### src/rtl/phyacc_pkg.sv
package phyacc_pkg;

   typedef enum logic [3:0] {
      ST_IDLE,
      ST_ADR_SET,
      ST_ADR_HI,
      ST_ADR_LO,
      ST_RD_HI,
      ST_RD_LO,
      ST_DAT_SET,
      ST_DAT_HI,
      ST_DAT_LO,
      ST_WR_HI,
      ST_WR_LO
   } seq_state_t;

   // State holds a strobe or its release and waits for the acknowledge
   function automatic logic st_waits(seq_state_t s);
      return s inside {ST_ADR_HI, ST_ADR_LO, ST_RD_HI, ST_RD_LO,
                       ST_DAT_HI, ST_DAT_LO, ST_WR_HI, ST_WR_LO};
   endfunction

   // Level of acknowledge the waiting state is looking for
   function automatic logic st_wants_high(seq_state_t s);
      return s inside {ST_ADR_HI, ST_RD_HI, ST_DAT_HI, ST_WR_HI};
   endfunction

endpackage

### src/rtl/phyacc_sync.sv
module phyacc_sync #(
   parameter int STAGES = 2
) (
   input  logic clk,
   input  logic rst_n,
   input  logic d,
   output logic q
);
   generate
      if (STAGES < 2) begin : g_bad_stages
         $error("phyacc_sync: STAGES must be at least 2");
      end
   endgenerate

   logic [STAGES-1:0] chain;

   always_ff @(posedge clk or negedge rst_n) begin
      if (!rst_n) chain <= '0;
      else        chain <= {chain[STAGES-2:0], d};
   end

   assign q = chain[STAGES-1];
endmodule

### src/rtl/phyacc_ack_timer.sv
module phyacc_ack_timer #(
   parameter int TRIES = 10,
   parameter int GAP   = 4
) (
   input  logic clk,
   input  logic rst_n,
   input  logic active,
   input  logic want_high,
   input  logic ack_s,
   output logic hit,
   output logic expire
);
   localparam int TW = $clog2(TRIES + 1);
   localparam int GW = $clog2(GAP + 1);

   generate
      if (TRIES < 1) begin : g_bad_tries
         $error("phyacc_ack_timer: TRIES must be at least 1");
      end
      if (GAP < 1) begin : g_bad_gap
         $error("phyacc_ack_timer: GAP must be at least 1");
      end
   endgenerate

   logic [TW-1:0] tries_q;
   logic [GW-1:0] gap_q;
   logic          sample;

   assign sample = active && (gap_q == '0);
   assign hit    = sample && (ack_s == want_high);
   assign expire = sample && !hit && (tries_q == TW'(TRIES - 1));

   always_ff @(posedge clk or negedge rst_n) begin
      if (!rst_n) begin
         tries_q <= '0;
         gap_q   <= '0;
      end else if (!active || hit || expire) begin
         tries_q <= '0;
         gap_q   <= '0;
      end else if (sample) begin
         tries_q <= tries_q + TW'(1);
         gap_q   <= GW'(GAP - 1);
      end else begin
         gap_q   <= gap_q - GW'(1);
      end
   end
endmodule

### src/rtl/phyacc_seq.sv
module phyacc_seq
   import phyacc_pkg::*;
#(
   parameter int DATA_W = 16
) (
   input  logic              clk,
   input  logic              rst_n,
   input  logic              req_valid,
   input  logic              req_write,
   input  logic [DATA_W-1:0] req_addr,
   input  logic [DATA_W-1:0] req_wdata,
   input  logic              hit,
   input  logic              expire,
   input  logic [DATA_W-1:0] rd_bus,
   output seq_state_t        state,
   output logic [DATA_W-1:0] addr_q,
   output logic [DATA_W-1:0] wdata_q,
   output logic              wait_active,
   output logic              want_high,
   output logic              req_ready,
   output logic [DATA_W-1:0] rsp_rdata,
   output logic              rsp_done,
   output logic              rsp_timeout
);
   logic wr_q;

   assign wait_active = st_waits(state);
   assign want_high   = st_wants_high(state);
   assign req_ready   = (state == ST_IDLE);

   always_ff @(posedge clk or negedge rst_n) begin
      if (!rst_n) begin
         state       <= ST_IDLE;
         addr_q      <= '0;
         wdata_q     <= '0;
         wr_q        <= 1'b0;
         rsp_rdata   <= '0;
         rsp_done    <= 1'b0;
         rsp_timeout <= 1'b0;
      end else begin
         rsp_done    <= 1'b0;
         rsp_timeout <= 1'b0;
         if (expire) begin
            state       <= ST_IDLE;
            rsp_timeout <= 1'b1;
         end else begin
            case (state)
               ST_IDLE: if (req_valid) begin
                  addr_q  <= req_addr;
                  wdata_q <= req_wdata;
                  wr_q    <= req_write;
                  state   <= ST_ADR_SET;
               end
               ST_ADR_SET: state <= ST_ADR_HI;
               ST_ADR_HI:  if (hit) state <= ST_ADR_LO;
               ST_ADR_LO:  if (hit) state <= wr_q ? ST_DAT_SET : ST_RD_HI;
               ST_RD_HI: if (hit) begin
                  rsp_rdata <= rd_bus;
                  state     <= ST_RD_LO;
               end
               ST_RD_LO: if (hit) begin
                  state    <= ST_IDLE;
                  rsp_done <= 1'b1;
               end
               ST_DAT_SET: state <= ST_DAT_HI;
               ST_DAT_HI:  if (hit) state <= ST_DAT_LO;
               ST_DAT_LO:  if (hit) state <= ST_WR_HI;
               ST_WR_HI:   if (hit) state <= ST_WR_LO;
               ST_WR_LO: if (hit) begin
                  state    <= ST_IDLE;
                  rsp_done <= 1'b1;
               end
               default: state <= ST_IDLE;
            endcase
         end
      end
   end
endmodule

### src/rtl/phyacc_cw_enc.sv
module phyacc_cw_enc
   import phyacc_pkg::*;
#(
   parameter int DATA_W = 16
) (
   input  seq_state_t        state,
   input  logic [DATA_W-1:0] addr_q,
   input  logic [DATA_W-1:0] wdata_q,
   output logic [DATA_W+3:0] cw
);
   localparam int POS_CAP_ADDR = DATA_W;
   localparam int POS_CAP_DATA = DATA_W + 1;
   localparam int POS_WRITE    = DATA_W + 2;
   localparam int POS_READ     = DATA_W + 3;

   always_comb begin
      cw = '0;
      case (state)
         ST_ADR_SET, ST_ADR_LO: cw[DATA_W-1:0] = addr_q;
         ST_ADR_HI: begin
            cw[DATA_W-1:0]   = addr_q;
            cw[POS_CAP_ADDR] = 1'b1;
         end
         ST_RD_HI:  cw[POS_READ] = 1'b1;
         ST_DAT_SET, ST_DAT_LO, ST_WR_LO: cw[DATA_W-1:0] = wdata_q;
         ST_DAT_HI: begin
            cw[DATA_W-1:0]   = wdata_q;
            cw[POS_CAP_DATA] = 1'b1;
         end
         ST_WR_HI:  cw[POS_WRITE] = 1'b1;
         default:   cw = '0;
      endcase
   end
endmodule

### src/rtl/phy_ctl_master.sv
module phy_ctl_master
   import phyacc_pkg::*;
#(
   parameter int DATA_W      = 16,
   parameter int ACK_TRIES   = 10,
   parameter int SAMPLE_GAP  = 4,
   parameter int SYNC_STAGES = 2
) (
   input  logic              clk,
   input  logic              rst_n,
   input  logic              req_valid,
   input  logic              req_write,
   input  logic [DATA_W-1:0] req_addr,
   input  logic [DATA_W-1:0] req_wdata,
   output logic              req_ready,
   output logic [DATA_W-1:0] rsp_rdata,
   output logic              rsp_done,
   output logic              rsp_timeout,
   output logic [DATA_W+3:0] phy_ctrl,
   input  logic              phy_ack,
   input  logic [DATA_W-1:0] phy_rdata
);
   generate
      if (DATA_W < 1) begin : g_bad_width
         $error("phy_ctl_master: DATA_W must be positive");
      end
   endgenerate

   seq_state_t        state;
   logic [DATA_W-1:0] addr_q;
   logic [DATA_W-1:0] wdata_q;
   logic              ack_s;
   logic              wait_active;
   logic              want_high;
   logic              hit;
   logic              expire;

   phyacc_sync #(.STAGES(SYNC_STAGES)) i_sync (
      .clk   (clk),
      .rst_n (rst_n),
      .d     (phy_ack),
      .q     (ack_s)
   );

   phyacc_ack_timer #(.TRIES(ACK_TRIES), .GAP(SAMPLE_GAP)) i_timer (
      .clk       (clk),
      .rst_n     (rst_n),
      .active    (wait_active),
      .want_high (want_high),
      .ack_s     (ack_s),
      .hit       (hit),
      .expire    (expire)
   );

   phyacc_seq #(.DATA_W(DATA_W)) i_seq (
      .clk         (clk),
      .rst_n       (rst_n),
      .req_valid   (req_valid),
      .req_write   (req_write),
      .req_addr    (req_addr),
      .req_wdata   (req_wdata),
      .hit         (hit),
      .expire      (expire),
      .rd_bus      (phy_rdata),
      .state       (state),
      .addr_q      (addr_q),
      .wdata_q     (wdata_q),
      .wait_active (wait_active),
      .want_high   (want_high),
      .req_ready   (req_ready),
      .rsp_rdata   (rsp_rdata),
      .rsp_done    (rsp_done),
      .rsp_timeout (rsp_timeout)
   );

   phyacc_cw_enc #(.DATA_W(DATA_W)) i_enc (
      .state   (state),
      .addr_q  (addr_q),
      .wdata_q (wdata_q),
      .cw      (phy_ctrl)
   );
endmodule

### config.mk
export PLATFORM = sky130hd
export DESIGN_NAME = phy_ctl_master
export DESIGN_NICKNAME = d
export VERILOG_FILES = /design/src/rtl/phyacc_pkg.sv /design/src/rtl/phyacc_sync.sv /design/src/rtl/phyacc_ack_timer.sv /design/src/rtl/phyacc_seq.sv /design/src/rtl/phyacc_cw_enc.sv /design/src/rtl/phy_ctl_master.sv
export SDC_FILE = /design/constraint.sdc
export NUM_CORES = 1
export LEC_CHECK = 0
export ABC_AREA = 1
export BUFFER_PORTS_ARGS = -buffer_cell sky130_fd_sc_hd__buf_2
export CAP_MARGIN = 40
export CELL_PAD_IN_SITES_DETAIL_PLACEMENT = 0
export CELL_PAD_IN_SITES_GLOBAL_PLACEMENT = 1
export CORE_MARGIN = 2
export CORE_UTILIZATION = 39
export CTS_BUF_LIST = sky130_fd_sc_hd__clkbuf_4 sky130_fd_sc_hd__clkbuf_8 sky130_fd_sc_hd__clkbuf_16
export CTS_CLUSTER_SIZE = 24
export DETAILED_ROUTE_END_ITERATION = 6
export GPL_TIMING_DRIVEN = 0
export HOLD_SLACK_MARGIN = 0.08
export PLACE_DENSITY_LB_ADDON = 0.15
export SLEW_MARGIN = 30
export SYNTH_ARGS = -nofsm -noshare
export SYNTH_HDL_FRONTEND = slang
export SYNTH_SLANG_ARGS = --single-unit
### constraint.sdc
create_clock -name clk -period 2.19 [get_ports clk]
set_input_delay 0.219 -clock clk [delete_from_list [all_inputs] [get_ports clk]]
set_output_delay 0.219 -clock clk [all_outputs]
set_load 0.01 [all_outputs]
==> results by group <==
Synth
  – Share of the synthesized area in the top cell type: 54.2%
  – Synth area leaders: dfrtp_1, mux2_2, nand2_1
  – Sequential fraction of the synthesis area: 54.2%
  – Synth cell count leaders: dfrtp_1, nand2_1, inv_1, mux2_2
  – Synth area leader: dfrtp_1
  – EDFF count, synth: 0
  – Most common flop cell mapped by yosys: dfrtp_1
  – Post-synthesis cell type count: 29
  – Seq cells post-synth: 64
  – Synthesized instance count: 279
  – Most frequent cell after synthesis: dfrtp_1
  – Syn Area/Cell: 10.6 um^2
  – Synth async-reset ratio: 100%
  – Yosys warns: 0
  – Syn nets: 336
  – Mapped cell area: 2950 um^2

Drt
  – DRT Wirelength: 6.37 mm
  – Top Layer Used: met4
  – Routed Antenna Nets: 0
  – DRT Pass-1 Iters: 4
  – Vias per cell: 4.65
  – DRT iter0 DRCs: 32
  – Drc violations: 0
  – Met2 WL post-DR: 2.89 mm
  – M1 WL: 2.92 mm
  – Routed via count: 2,277
  – Wire length per cell: 13.0 um
  – WL met3: 399 um

Finish
  – # fillers: 727
  – Seq. cell area: 1600 um^2
  – Area Growth Syn to Fin: 29.6%
  – Final non-filler cell total: 490
  – Area of the multi-input gates: 1150 um^2
  – Layout cells sized above 1: 43.5%
  – N_diodes: 0
  – NumNets Final: 443

Global route
  – Remaining Overflow, GRT: 0
  – Number of global-route vias before repair: 2,181
  – First-pass GRT wire length: 10.3 mm
  – Total track usage: 16.0%
  – Initial antenna violation count: 0
  – Largest net degree at the start of global routing: 38

Floorplanning
  – Die Area: 8290 um^2
  – Die Span Y: 91.0 um
  – Die Wd: 91.0 um
  – Initial Util: 40.5%
  – # IOs: 92
  – Cell row count: 31
  – Core ar.: 7290 um^2

Worst setup path
  – Buf+Inv Stages, Crit Path: 3
  – CP top delay family: buffers and inverters
  – R2r setup slk: 0.33 ns
  – Worst path slowest cell: dfrtp_1
  – Critical Path Start Type: flop
  – Top cell by count, worst path: buf_2
  – Crit path cell chain: nor2_1, bufinv_8, buf_2, a32o_1, buf_2
  – FF-to-FF path depth: 10
  – Critical Path Fanout Max: 10
  – CP arrival: 1.84 ns
  – Required @ worst endpoint: 1.97 ns
  – R2R Path End: i_seq.rsp_rdata[3]
  – CP Class: reg2out
  – Critical path endpoint category: output pin
  – CP max stage delay: 0.47 ns
  – Worst r2r src: i_seq.state[1]

Clocking
  – H-tree Lvls: 3
  – Clock latency on the worst-skew pair: 0.35 ns
  – CTS max path bufs: 2
  – Clk root buf: clkbuf_8
  – Clk slew on worst S/H paths: 0.08 ns
  – CTS Buf Count: 9
  – TritonCTS clock tree: done
  – Clock Sinks: 64

STA
  – Layout Skew: 0.0117 ns
  – Worst Tran Pin Value: 0.378 ns
  – Final Cycle Share: 93.8%
  – Final setup TNS: 0 ns
  – Final Hold Viols: 0
  – # setup viols final: 0
  – RSZ-0062 raised after global routing: no
  – Max_slew headroom: 74.8%
  – Min Tclk post-route: 2.06 ns
  – Final slew viol count: 0
  – Fmax achieved: 487 MHz

Run
  – Max-cap viol count: 0

Hold path
  – HP Start: req_addr[15]
  – WHS Endpoint: i_seq.addr_q[15]
  – Hold path cells: 2
  – Min-delay worst type: in2reg

Run status
  – Status: finished clean

Placement
  – Placer Congestion: 0.745
  – Post-detail-place hpwl: 4.57 mm
  – Dpl cells: 470
  – IO Port Bufs: 91

Power and ir drop
  – PwrDens: 1520 nW/um^2
  – Maximum VDD drop: 0.601 mV
  – Static Leakage: 1.98 nW
[per-layer routing]
metal	track usage, %	up-vias
li1	-	1142
met1	21.6	1061
met2	23.5	64
met3	3.73	10
met4	9.47	0
met5	0	-
[per-stage QoR]
step / utilization [%] / setup slack, ns / cell area [um^2] / hold WS, ns / total power, mW
after floorplan: - / 0.462 / 2950 / -0.0766 / 3.87
after global placement: 48.5 / 0.0224 / 3530 / 0.328 / 4.68
after detailed placement: 48.8 / 0.0285 / 3560 / 0.171 / 4.72
after CTS: 52.0 / 0.0148 / 3790 / 0.0830 / 5.80
after global routing: 52.5 / 0.0414 / 3830 / 0.0938 / 6.28
final: 52.5 / 0.135 / 3830 / 0.0976 / 5.81
[layout make-up]
| type | instances | area share [%] |
|---|---|---|
| Sequential cell | 64 | 41.9 |
| Multi-Input combinational cell | 166 | 30.0 |
| Timing Repair Buffer | 97 | 13.6 |
| Inverter | 38 | 4.08 |
| Clock buffer | 11 | 3.79 |
| Tap cell | 99 | 3.24 |
| Buffer | 10 | 1.99 |
| Clock inverter | 5 | 1.47 |
[cell usage in the layout (no fill, tap or decap), drive strengths merged]
cell type and instances:
mux2 33, nand2 52, nor2 17, o22ai 1, nand3 10, xnor2 1, xor2 1, dlygate4sd3 2
clkbuf 11, ha 4, nand4 1, nor3 2, a21oi 6, a32o 16, and3 1, dfrtp 64
o21ai 20, bufinv 2, buf 105, nand3b 1, clkinvlp 1, clkinv 3, inv 37
[state kept, by name (all words and copies together), names as in the netlist]
| register | flops |
|---|---|
| i_seq.addr_q | 16 |
| i_seq.rsp_rdata | 16 |
| i_seq.wdata_q | 16 |
| i_seq.state | 4 |
| i_timer.tries_q | 4 |
| i_timer.gap_q | 3 |
| i_sync.chain | 2 |
| i_seq.rsp_done | 1 |
| i_seq.rsp_timeout | 1 |
| i_seq.wr_q | 1 |
[where the power goes]
| part | switching (mW) | internal (mW) |
|---|---|---|
| Clock | 0.461 | 0.567 |
| Sequential | 0.290 | 1.71 |
| Combinational | 1.44 | 1.34 |
| Total | 2.20 | 3.61 |
[cell families after synthesis]
family / Yosys count / synth area share [%]
and+or+nand+nor: 84 / 13.1
DFF: 64 / 54.2
buffers and inverters: 49 / 7.41
AOI/OAI and AO/OA: 43 / 10.4
muxes: 33 / 12.6
adders and majority gates: 4 / 1.69
xor gates and xnor gates: 2 / 0.593
[worst max path at each step]
stage	endpoint	slack [ns]	cells after the start	startpoint
finish	phy_ctrl[13]	0.13	5	i_seq.state[0]
global route	phy_ctrl[14]	0.04	5	i_seq.state[0]
CTS	phy_ctrl[13]	0.01	8	i_seq.state[3]
detailed placement	phy_ctrl[13]	0.03	7	i_seq.state[2]
global placement	phy_ctrl[13]	0.02	7	i_seq.state[2]
floorplan	i_seq.addr_q[10]	0.46	6	i_seq.state[1]
[what timing repair did]
item | in CTS | in global routing
setup buffers | 0 | 3
endpoints found under the setup margin | 16 | 36
pin swaps | 0 | 2
hold endpoints to repair | 28 | 0
gates resized for setup | 6 | 2
hold buffers | 2 | 0
No activity file was read; power rests on OpenSTA's default activity.
